<file path="src/rtl/bb_pkg.sv">
package bb_pkg;
  typedef enum logic [1:0] {
    SZ_BYTE = 2'd0,
    SZ_HALF = 2'd1,
    SZ_WORD = 2'd2
  } accSize_e;

  // strobes from the sequencer into the datapath
  typedef struct packed {
    logic capture;    // latch the upstream request
    logic captureRd;  // latch downstream read data
    logic writeBack;  // drive the modified word downstream
  } dpStrobe_t;
endpackage

</file>
<file path="src/rtl/bb_datapath.sv">
module bb_datapath
  import bb_pkg::*;
#(
  parameter int          ADDR_W    = 32,
  parameter int          DATA_W    = 32,
  parameter int          WIN_BITS  = 25,
  parameter int          KEEP_BITS = 3,
  parameter logic [31:0] WIN0_BASE = 32'h2200_0000,
  parameter logic [31:0] WIN1_BASE = 32'h4200_0000
) (
  input  logic              clk,
  input  logic              rstN,
  input  dpStrobe_t         strb,
  input  logic [ADDR_W-1:0] reqAddr,
  input  logic [1:0]        reqSize,
  input  logic              reqWrite,
  input  logic [DATA_W-1:0] reqWdata,
  input  logic [DATA_W-1:0] memRdata,
  input  logic              memValid,
  output logic              isAliasIn,
  output logic              aliasQ,
  output logic              writeQ,
  output logic [ADDR_W-1:0] memAddr,
  output logic [1:0]        memSize,
  output logic [DATA_W-1:0] memWdata,
  output logic [DATA_W-1:0] rspRdata
);
  localparam int BIT_W     = $clog2(DATA_W);
  localparam int SEL_LSB   = 2;                       // one alias word per bit
  localparam int ADDR_SHR  = SEL_LSB + 3;             // 8 bits per byte
  localparam int HI_W      = ADDR_W - WIN_BITS;
  localparam int LOW_W     = ADDR_W - KEEP_BITS;

  logic [ADDR_W-1:0] reqAddrQ;
  logic [1:0]        sizeQ;
  logic [DATA_W-1:0] wdataQ;
  logic [DATA_W-1:0] rdDataQ;

  // window decode on the live request
  always_comb begin
    isAliasIn = (reqAddr[ADDR_W-1:WIN_BITS] == WIN0_BASE[ADDR_W-1:WIN_BITS]) ||
                (reqAddr[ADDR_W-1:WIN_BITS] == WIN1_BASE[ADDR_W-1:WIN_BITS]);
  end

  always_ff @(posedge clk) begin
    if (!rstN) begin
      reqAddrQ <= '0;
      sizeQ    <= '0;
      wdataQ   <= '0;
      writeQ   <= 1'b0;
      aliasQ   <= 1'b0;
      rdDataQ  <= '0;
    end else begin
      if (strb.capture) begin
        reqAddrQ <= reqAddr;
        sizeQ    <= reqSize;
        wdataQ   <= reqWdata;
        writeQ   <= reqWrite;
        aliasQ   <= isAliasIn;
      end
      if (strb.captureRd) begin
        rdDataQ <= memRdata;
      end
    end
  end

  // real address: keep the top bits, fold in the window offset
  logic [ADDR_W-1:0] realRaw;
  logic [ADDR_W-1:0] realAligned;
  logic [ADDR_W-1:0] offsetBits;

  always_comb begin
    offsetBits  = {{HI_W{1'b0}}, reqAddrQ[WIN_BITS-1:0]} >> ADDR_SHR;
    realRaw     = {reqAddrQ[ADDR_W-1:LOW_W], {LOW_W{1'b0}}} | offsetBits;
    realAligned = realRaw;
    case (sizeQ)
      SZ_BYTE: realAligned = realRaw;
      SZ_HALF: realAligned = {realRaw[ADDR_W-1:1], 1'b0};
      default: realAligned = {realRaw[ADDR_W-1:2], 2'b00};
    endcase
  end

  // bit select and lane masks per access size
  logic [BIT_W-1:0]  bitNum;
  logic [DATA_W-1:0] bitMask;
  logic [DATA_W-1:0] sizeMask;

  always_comb begin
    case (sizeQ)
      SZ_BYTE: begin
        bitNum   = BIT_W'(reqAddrQ[SEL_LSB+2:SEL_LSB]);
        sizeMask = DATA_W'({8{1'b1}});
      end
      SZ_HALF: begin
        bitNum   = BIT_W'(reqAddrQ[SEL_LSB+3:SEL_LSB]);
        sizeMask = DATA_W'({16{1'b1}});
      end
      default: begin
        bitNum   = reqAddrQ[SEL_LSB+BIT_W-1:SEL_LSB];
        sizeMask = '1;
      end
    endcase
    bitMask = DATA_W'(1) << bitNum;
  end

  logic [DATA_W-1:0] modified;
  always_comb begin
    if (wdataQ[0]) modified = (rdDataQ | bitMask) & sizeMask;
    else           modified = (rdDataQ & ~bitMask) & sizeMask;
  end

  always_comb begin
    memAddr  = aliasQ ? realAligned : reqAddrQ;
    memSize  = sizeQ;
    memWdata = strb.writeBack ? modified : wdataQ;
    if (writeQ)      rspRdata = '0;
    else if (aliasQ) rspRdata = {{(DATA_W-1){1'b0}}, |(rdDataQ & bitMask)};
    else             rspRdata = rdDataQ;
  end

  // write-back carries wdata bit 0 in the selected position
  p_wb_bit_r6: assert property (@(posedge clk) disable iff (!rstN)
    (memValid && strb.writeBack) |-> (memWdata[bitNum] == wdataQ[0]));

  // write-back leaves every other bit of the read value alone
  p_wb_keep_r6: assert property (@(posedge clk) disable iff (!rstN)
    (memValid && strb.writeBack) |-> (((memWdata ^ rdDataQ) & sizeMask & ~bitMask) == '0));
endmodule

</file>
<file path="src/rtl/bb_control.sv">
module bb_control
  import bb_pkg::*;
(
  input  logic      clk,
  input  logic      rstN,
  input  logic      reqValid,
  input  logic      isAliasIn,
  input  logic      aliasQ,
  input  logic      writeQ,
  input  logic      memReady,
  input  logic      memRspValid,
  output logic      reqReady,
  output logic      rspValid,
  output logic      memValid,
  output logic      memWrite,
  output logic      memLock,
  output dpStrobe_t strb
);
  typedef enum logic [2:0] {
    S_IDLE, S_PASS_REQ, S_PASS_WAIT, S_RD_REQ, S_RD_WAIT, S_WB_REQ, S_RSP
  } state_e;

  state_e state, stateNext;

  always_ff @(posedge clk) begin
    if (!rstN) state <= S_IDLE;
    else       state <= stateNext;
  end

  always_comb begin
    stateNext = state;
    unique case (state)
      S_IDLE:      if (reqValid) stateNext = isAliasIn ? S_RD_REQ : S_PASS_REQ;
      S_PASS_REQ:  if (memReady) stateNext = writeQ ? S_RSP : S_PASS_WAIT;
      S_PASS_WAIT: if (memRspValid) stateNext = S_RSP;
      S_RD_REQ:    if (memReady) stateNext = S_RD_WAIT;
      S_RD_WAIT:   if (memRspValid) stateNext = writeQ ? S_WB_REQ : S_RSP;
      S_WB_REQ:    if (memReady) stateNext = S_RSP;
      S_RSP:       stateNext = S_IDLE;
      default:     stateNext = S_IDLE;
    endcase
  end

  always_comb begin
    reqReady       = (state == S_IDLE);
    rspValid       = (state == S_RSP);
    memValid       = (state == S_PASS_REQ) || (state == S_RD_REQ) || (state == S_WB_REQ);
    memWrite       = (state == S_WB_REQ) || ((state == S_PASS_REQ) && writeQ);
    memLock        = aliasQ && writeQ &&
                     ((state == S_RD_REQ) || (state == S_RD_WAIT) || (state == S_WB_REQ));
    strb.capture   = (state == S_IDLE) && reqValid;
    strb.captureRd = ((state == S_PASS_WAIT) || (state == S_RD_WAIT)) && memRspValid;
    strb.writeBack = (state == S_WB_REQ);
  end

  // read data of a locked sequence is followed at once by the write-back
  p_lock_wb_r7: assert property (@(posedge clk) disable iff (!rstN)
    (state == S_RD_WAIT && memRspValid && writeQ) |=> (memValid && memWrite && memLock));

  // a response is a single pulse and reopens the request port
  p_rsp_single_r9: assert property (@(posedge clk) disable iff (!rstN)
    rspValid |=> (!rspValid && reqReady));
endmodule

</file>
<file path="src/rtl/bitband_bridge.sv">
module bitband_bridge
  import bb_pkg::*;
#(
  parameter int          ADDR_W    = 32,
  parameter int          DATA_W    = 32,
  parameter int          WIN_BITS  = 25,
  parameter int          KEEP_BITS = 3,
  parameter logic [31:0] WIN0_BASE = 32'h2200_0000,
  parameter logic [31:0] WIN1_BASE = 32'h4200_0000
) (
  input  logic              clk,
  input  logic              rstN,
  input  logic              reqValid,
  output logic              reqReady,
  input  logic [ADDR_W-1:0] reqAddr,
  input  logic [1:0]        reqSize,
  input  logic              reqWrite,
  input  logic [DATA_W-1:0] reqWdata,
  output logic              rspValid,
  output logic [DATA_W-1:0] rspRdata,
  output logic              memValid,
  input  logic              memReady,
  output logic [ADDR_W-1:0] memAddr,
  output logic [1:0]        memSize,
  output logic              memWrite,
  output logic [DATA_W-1:0] memWdata,
  output logic              memLock,
  input  logic              memRspValid,
  input  logic [DATA_W-1:0] memRdata
);
  dpStrobe_t strb;
  logic      isAliasIn;
  logic      aliasQ;
  logic      writeQ;

  bb_control u_ctl (
    .clk        (clk),
    .rstN       (rstN),
    .reqValid   (reqValid),
    .isAliasIn  (isAliasIn),
    .aliasQ     (aliasQ),
    .writeQ     (writeQ),
    .memReady   (memReady),
    .memRspValid(memRspValid),
    .reqReady   (reqReady),
    .rspValid   (rspValid),
    .memValid   (memValid),
    .memWrite   (memWrite),
    .memLock    (memLock),
    .strb       (strb)
  );

  bb_datapath #(
    .ADDR_W   (ADDR_W),
    .DATA_W   (DATA_W),
    .WIN_BITS (WIN_BITS),
    .KEEP_BITS(KEEP_BITS),
    .WIN0_BASE(WIN0_BASE),
    .WIN1_BASE(WIN1_BASE)
  ) u_dp (
    .clk      (clk),
    .rstN     (rstN),
    .strb     (strb),
    .reqAddr  (reqAddr),
    .reqSize  (reqSize),
    .reqWrite (reqWrite),
    .reqWdata (reqWdata),
    .memRdata (memRdata),
    .memValid (memValid),
    .isAliasIn(isAliasIn),
    .aliasQ   (aliasQ),
    .writeQ   (writeQ),
    .memAddr  (memAddr),
    .memSize  (memSize),
    .memWdata (memWdata),
    .rspRdata (rspRdata)
  );

  // a stalled downstream request holds still
  p_req_hold_r7: assert property (@(posedge clk) disable iff (!rstN)
    (memValid && !memReady) |=> (memValid && $stable(memAddr) && $stable(memWrite)));

  // the lock drops only after an accepted write-back
  p_lock_fall_r7: assert property (@(posedge clk) disable iff (!rstN)
    $fell(memLock) |-> $past(memValid && memReady && memWrite));

  // alias reads answer with a single bit
  p_alias_rd_r5: assert property (@(posedge clk) disable iff (!rstN)
    (rspValid && aliasQ && !writeQ) |-> (rspRdata[DATA_W-1:1] == '0));
endmodule

</file>
<file path="config.mk">
export PLATFORM = sky130hd
export DESIGN_NAME = bitband_bridge
export DESIGN_NICKNAME = d
export VERILOG_FILES = /design/src/rtl/bb_pkg.sv /design/src/rtl/bb_datapath.sv /design/src/rtl/bb_control.sv /design/src/rtl/bitband_bridge.sv
export SDC_FILE = /design/constraint.sdc
export NUM_CORES = 1
export LEC_CHECK = 0
export BUFFER_PORTS_ARGS = -buffer_cell sky130_fd_sc_hd__buf_2
export CAP_MARGIN = 20
export CORE_ASPECT_RATIO = 0.5
export CORE_UTILIZATION = 51
export CTS_CLUSTER_SIZE = 28
export DETAILED_ROUTE_END_ITERATION = 8
export PLACE_DENSITY = 0.81
export SLEW_MARGIN = 20
export SYNTH_ARGS = -nofsm -noshare
export SYNTH_HDL_FRONTEND = slang
export SYNTH_SLANG_ARGS = --single-unit
</file>
<file path="constraint.sdc">
create_clock -name clk -period 1.98 [get_ports clk]
set_input_delay 0.198 -clock clk [delete_from_list [all_inputs] [get_ports clk]]
set_output_delay 0.198 -clock clk [all_outputs]
set_load 0.005 [all_outputs]
</file>
==> results of run 1 <==
## power groups by stage
stage	combinational, mW	clock [mW]	sequential (mW)
final	2.87	1.93	2.78
after global routing	3.15	2.03	2.83
after CTS	2.69	1.94	2.77
after detailed placement	2.57	0	2.80
after global placement	2.53	0	2.77
after floorplan	1.65	0	2.66
## cell type report
cell class / count / area (µm²) / area share (%)
Clock buffer: 10 / 229 / 2.93
Clock inverter: 5 / 82.6 / 1.05
Inverter: 6 / 22.5 / 0.288
Multi-Input combinational cell: 596 / 3620 / 46.3
Sequential cell: 103 / 2080 / 26.6
Tap cell: 145 / 181 / 2.32
Timing Repair Buffer: 269 / 1610 / 20.6
## sequential cells by signal, indices dropped and copies added (netlist names)
| signal | flops |
|---|---|
| u_dp.wdataQ | 32 |
| u_dp.memSize | 2 |
| u_dp.reqAddrQ | 32 |
| u_dp.writeQ | 1 |
| u_dp.aliasQ | 1 |
| u_dp.rdDataQ | 32 |
| u_ctl.state | 3 |
## layout by cell type, fill, tap and decap left out, drive strengths merged, types with 4 or more instances in the layout
cell type  instances
nor3               8
mux2              21
clkbuf            10
dfxtp            103
inv                6
mux2i             38
and3               5
a21oi              4
nand3              6
buf              269
nand2            259
a21boi           100
o21ai             39
nor2b             16
nor2              28
and2              31
## synthesized netlist by cell type (2+ instances only)
| cell | count |
|---|---|
| nand3_1 | 6 |
| mux2i_1 | 38 |
| nor4_1 | 2 |
| nand3b_1 | 3 |
| dfxtp_1 | 103 |
| buf_4 | 3 |
| nand2_1 | 259 |
| clkbuf_1 | 48 |
| a21boi_1 | 42 |
| inv_1 | 5 |
| o31ai_1 | 2 |
| nor2_1 | 28 |
| a21boi_0 | 58 |
| nor3b_1 | 2 |
| nand4_1 | 3 |
| nand2b_1 | 3 |
| a21oi_1 | 4 |
| buf_1 | 3 |
| mux2_2 | 20 |
| nor3_1 | 8 |
| o21ai_0 | 36 |
| o21ai_1 | 2 |
| o211ai_1 | 2 |
| buf_2 | 15 |
| nor2b_1 | 16 |
| o32ai_1 | 2 |
| and3_1 | 5 |
| and2_1 | 31 |
## timing repair
action	4_1_cts	5_1_grt
hold buffers	0	0
setup buffers	8	13
endpoints found under the setup margin	33	33
gates resized for setup	48	47
pin swaps	5	6
## per-stage QoR
step	setup slack, ps	cell area (µm²)	instances
detailed placement	-60.8	7100	1099
finish	-388	7830	1134
CTS	-287	7600	1122
floorplan	181	5800	775
global placement	-22.7	7100	1099
global route	-439	7830	1134
## kinds of logic after synthesis
family | after synthesis
and+or+nand+nor | 374
AOI/OAI and AO/OA | 160
DFF | 103
buffers and inverters | 76
muxes | 60
xor gates and xnor gates | 2
## layer usage
metal | GRT usage (%) | part of all wire [%] | up-vias
met4 | 8.79 | 2.0 | 0
li1 | - | - | 2984
met3 | 7.60 | 8.0 | 38
met1 | 38.6 | 43 | 2894
met5 | 0 | 0 | -
met2 | 50.0 | 47 | 278
## worst min-delay path, stage by stage
cell and delay (ps):
buf_2 90, nand2_1 50, a21boi_1 50
## path summary, 6_finish.rpt
check	end	slack (ps)	cells after the start	startpoint
worst max-delay path	rspRdata[0]	-390	8	u_dp.reqAddrQ[3]
worst min-delay path	u_dp.rdDataQ[21]	70	3	memRdata[21]
worst max register to register	u_dp.wdataQ[3]	140	4	u_ctl.state[2]
worst min register to register	u_dp.wdataQ[28]	460	2	u_dp.wdataQ[28]
==> impl_results.md, run 1 <==
* Status: finished, violations left
* Violated checks: negative setup slack
* Adder-Cell Fraction of Synth Area at 0%
* Worst-case clock buffer depth at 2
* Sequential area share after synthesis at 35.5%
* CP Class: flop to primary output
* Worst EP required at 1780 ps
* Setup violators final at 30
* Layout Skew at 6.02 ps
* Sw Share at 36.4%
* First-pass GRT wire length at 28,400 µm
* Final GP Congestion at 0.890
* # IOs at 207
* Pre-antenna DRT Iters at 5
* Drt drc at 0
* H-tree depth at 3
* Core Region at 11,000 µm²
* Mux cell area share after synthesis at 11.0%
* YS warnings at 0
* Initial DRC count at 700
* Max-cap viol count at 0
* Largest net degree at the start of global routing at 104
* Mapped cell area at 5800 µm²
* ANT nets after route at 0
* Synth area leaders: dfxtp_1 (36%), nand2_1 (17%), a21boi_0 (7.5%)
* Syn Inst Count at 775
* Syn-to-layout area delta at 34.9%
* Psw at 2.76 mW
* I/O Buffers at 206
* Setup TNS at -3490 ps
* Logic gate share of total power at 37.8%
* Root Buffer: clkbuf_16
* Post-synth top area cell: dfxtp_1
* TritonCTS Buffers at 9
* Synth Area in XOR/XNOR at 0.302%
* Per-cell routed wire length at 16.3 µm
* Clk Latency, worst-skew pair at 360 ps
* Delay-heaviest family, CP: compound AO/OA/AOI/OAI gates
* PwrDens at 969 nW/µm²
* Via density at 5.46
* CP bufs+invs at 3
* Async S/R FF share, synth at 0%
* Initial antenna violation count at 1
* Initial core utilization at 52.5%
* Via count at 6,194
* Crit path time final at 2370 ps
* Unrepaired setup endpoints after global routing: yes
* Fin crit share at 120%
* Filler instances at 836
* Crit-path max FO at 7
* Clock-pin slew on the worst setup and hold paths at 70 ps
* Final slew viol count at 0
* Die W at 153 µm
* Peak Freq at 0.422 GHz
* Die height at 77.4 µm
* Share of the synthesized area in the top cell type at 35.5%
* Final Hold Viols at 0
* Final net count at 1,089
* Slew at the pin closest to its max-slew limit at 602 ps
* Yosys cell types at 54
* Post-synthesis compound-gate area fraction at 19.3%
* GR Util All Layers at 30.0%
* P_int at 4.82 mW
* Post-synth EDFFs at 0
* Reg power frac at 36.7%
* Main flop type after synthesis: dfxtp_1
* Pwr Total at 7.58 mW
* Simple-Gate Fraction of Synth Area at 28.3%
* Max stage delay on crit path at 370 ps
* Number of global-route vias before repair at 5,786
* Worst rel slew slack at 59.6%
* Final WL at 18,500 µm
* Fin util at 70.9%
* Fin Hold WS at 72.8 ps
* Grt ovf at 0
* Cell Chain, Critical Path: buf_8 > buf_4 > nand2_1 > nor3_1 > a311oi_2 > nand4_1 > o41a_1 > buf_2
* VDD IR max at 0.569 mV
* Hpwl dp at 12,300 µm
* Hold Path Class: primary input to flop
* Slowest stage cell, crit path: dfxtp_4
* Critical Path Source Type: flop
* Avg Cell Area, Syn at 7.49 µm²
* Site Rows at 27
* Syn_nets at 879
* CTS Sinks at 103
* Worst Setup End Kind: primary output
* Fin worst setup slack at -388 ps
* CTS tree: yes
* Clk network pwr share at 25.4%
* Main combinational cell family by area after synthesis: simple AND/OR/NAND/NOR gates
* Diode count at 0
* Share of layout cells above drive strength 1 at 35.3%
* CP arrival at 2170 ps
* Yosys reg bits at 103
* Die area at 11,800 µm²
* Leak at 3.44 nW
(Power assumes the default switching activity.)
==> inputs of run 2 (changes only) <==
--- a/config.mk
+++ b/config.mk
@@ -12,5 +12,5 @@
 export CTS_CLUSTER_SIZE = 28
 export DETAILED_ROUTE_END_ITERATION = 8
-export PLACE_DENSITY = 0.81
+export PLACE_DENSITY = 0.82
 export SLEW_MARGIN = 20
 export SYNTH_ARGS = -nofsm -noshare
==> constraint.sdc (replaced) <==
create_clock -name clk -period 1.98 [get_ports clk]
set_input_delay 0.297 -clock clk [delete_from_list [all_inputs] [get_ports clk]]
set_output_delay 0.297 -clock clk [all_outputs]
set_load 0.005 [all_outputs]
==> impl_results.md, run 2 (synthesis gave the netlist of run 1 again) <==
* Initial core utilization at 52.5%
* Leak at 3.46 nW
* Unrepaired setup endpoints after global routing: yes
* Die W at 153 µm
* Peak Freq at 0.415 GHz
* Final net count at 1,096
* Setup violators final at 32
* Clock-pin slew on the worst setup and hold paths at 70 ps
* Finished Cell Area at 7970 µm²
* Number of global-route vias before repair at 5,720
* VDD IR max at 0.511 mV
* Die area at 11,800 µm²
* Hold_buf cts at 0
* Crit-path max FO at 7
* Site Rows at 27
* H-tree depth at 3
* Fin Hold WS at 193 ps
* Initial antenna violation count at 0
* Final WL at 18,300 µm
* First-pass GRT wire length at 28,300 µm
* CP arrival at 2120 ps
* Worst Setup End Kind: primary output
* Root Buffer: clkbuf_16
* Fin util at 72.1%
* Final GP Congestion at 0.885
* Fin worst setup slack at -432 ps
* CTS Sinks at 103
* Commonest non-fill, non-tap cell in the layout: nand2_1
* Per-cell routed wire length at 16.0 µm
* Pre-antenna DRT Iters at 5
* Largest registers: u_dp.rdDataQ x32, u_dp.reqAddrQ x32, u_dp.wdataQ x32
* Worst-case clock buffer depth at 2
* Status: finished, violations left
* Die height at 77.4 µm
* Crit path time final at 2410 ps
* Hpwl dp at 12,600 µm
* Worst EP required at 1680 ps
* GR Util All Layers at 29.7%
* Core Region at 11,000 µm²
* Critical Path Source Type: flop
* Violated checks: negative setup slack
* Slew at the pin closest to its max-slew limit at 397 ps
* Final slew viol count at 0
* Clk Latency, worst-skew pair at 340 ps
* Final Hold Viols at 0
* Drt drc at 0
* Via density at 5.44
* I/O Buffers at 206
* CTS tree: yes
* TritonCTS Buffers at 9
* Max-cap viol count at 0
* Most frequent cells in the layout: nand2_1 (254), buf_2 (205), dfxtp_1 (95)
* Area after DPL at 7200 µm²
* ANT nets after route at 0
* Syn-to-layout area delta at 37.3%
* Via count at 6,213
* Share of layout cells above drive strength 1 at 36.9%
* Worst rel slew slack at 73.5%
* CP Class: flop to primary output
* Grt ovf at 0
* Layout Skew at 5.99 ps
* Initial DRC count at 496
* Largest net degree at the start of global routing at 104
* Hold Path Class: primary input to flop
* PwrDens at 928 nW/µm²
* # IOs at 207
* R2r setup slk at 300 ps
* Fin crit share at 122%
-- run 2: cell count changes in the layout (fill, tap and decap cells not counted), moves of 3 or more --
cell	delta
buf_4	-3
o21ai_1	+5
nor3_1	-3
nor3_4	+4
dfxtp_2	+3
buf_6	+10
o21ai_0	-4
nor2_4	+6
nor2_2	-3
nor2_1	-3
-- run 2: report_power, final --
group	switching [mW]	internal [mW]
Sequential	0.312	2.46
Clock	0.785	0.892
Combinational	1.64	1.31
Total	2.74	4.65
-- run 2: timing repair --
item / in CTS / in global routing
gates resized for setup: 82 / 46
setup endpoints to repair: 34 / 34
pin swaps: 15 / 17
buffers inserted: 9 / 5
-- run 2: cell type report --
class,instances,area [µm²]
well taps,145,181
clock inverters,4,28.8
flip-flops and latches,103,2080
repair buffers,276,1690
clock buffers,12,246
diodes,1,2.50
inverters,6,22.5
fillers,854,3080
multi-input cells,596,3720
-- run 2: stage by stage --
step	instances	power (mW)	worst slack [ps]	setup TNS, ps
floorplan	775	4.31	81.5	0
global placement	1113	5.36	-64.5	-64.5
detailed placement	1113	5.44	-80.4	-80.4
CTS	1138	7.27	-373	-4520
global route	1142	7.83	-491	-7850
finish	1143	7.39	-432	-5500
-- run 2: worst paths after layout --
kind                                       start  cells past startpoint               end
worst max-delay path            u_dp.reqAddrQ[3]                      7       rspRdata[0]
worst min-delay path                memRdata[26]                      3  u_dp.rdDataQ[26]
worst max register to register    u_ctl.state[2]                      4  u_dp.reqAddrQ[7]
worst min register to register   u_dp.wdataQ[20]                      2   u_dp.wdataQ[20]
-- run 2: routing by layer --
| metal | global-route usage [%] | vias up | wire [µm] |
|---|---|---|---|
| met5 | 0 | - | 0 |
| met3 | 6.54 | 33 | 1360 |
| met2 | 49.9 | 242 | 8480 |
| met1 | 39.0 | 2942 | 8100 |
| met4 | 6.97 | 0 | 325 |
| li1 | - | 2996 | - |
-- run 2: worst max-delay path, cell delays in order (launching register included) --
cell       delay (ps)
dfxtp_2           370
buf_6             140
and2b_2           230
and3_1            160
a31oi_1           140
o2111ai_1         170
o41a_1            430
buf_2             140
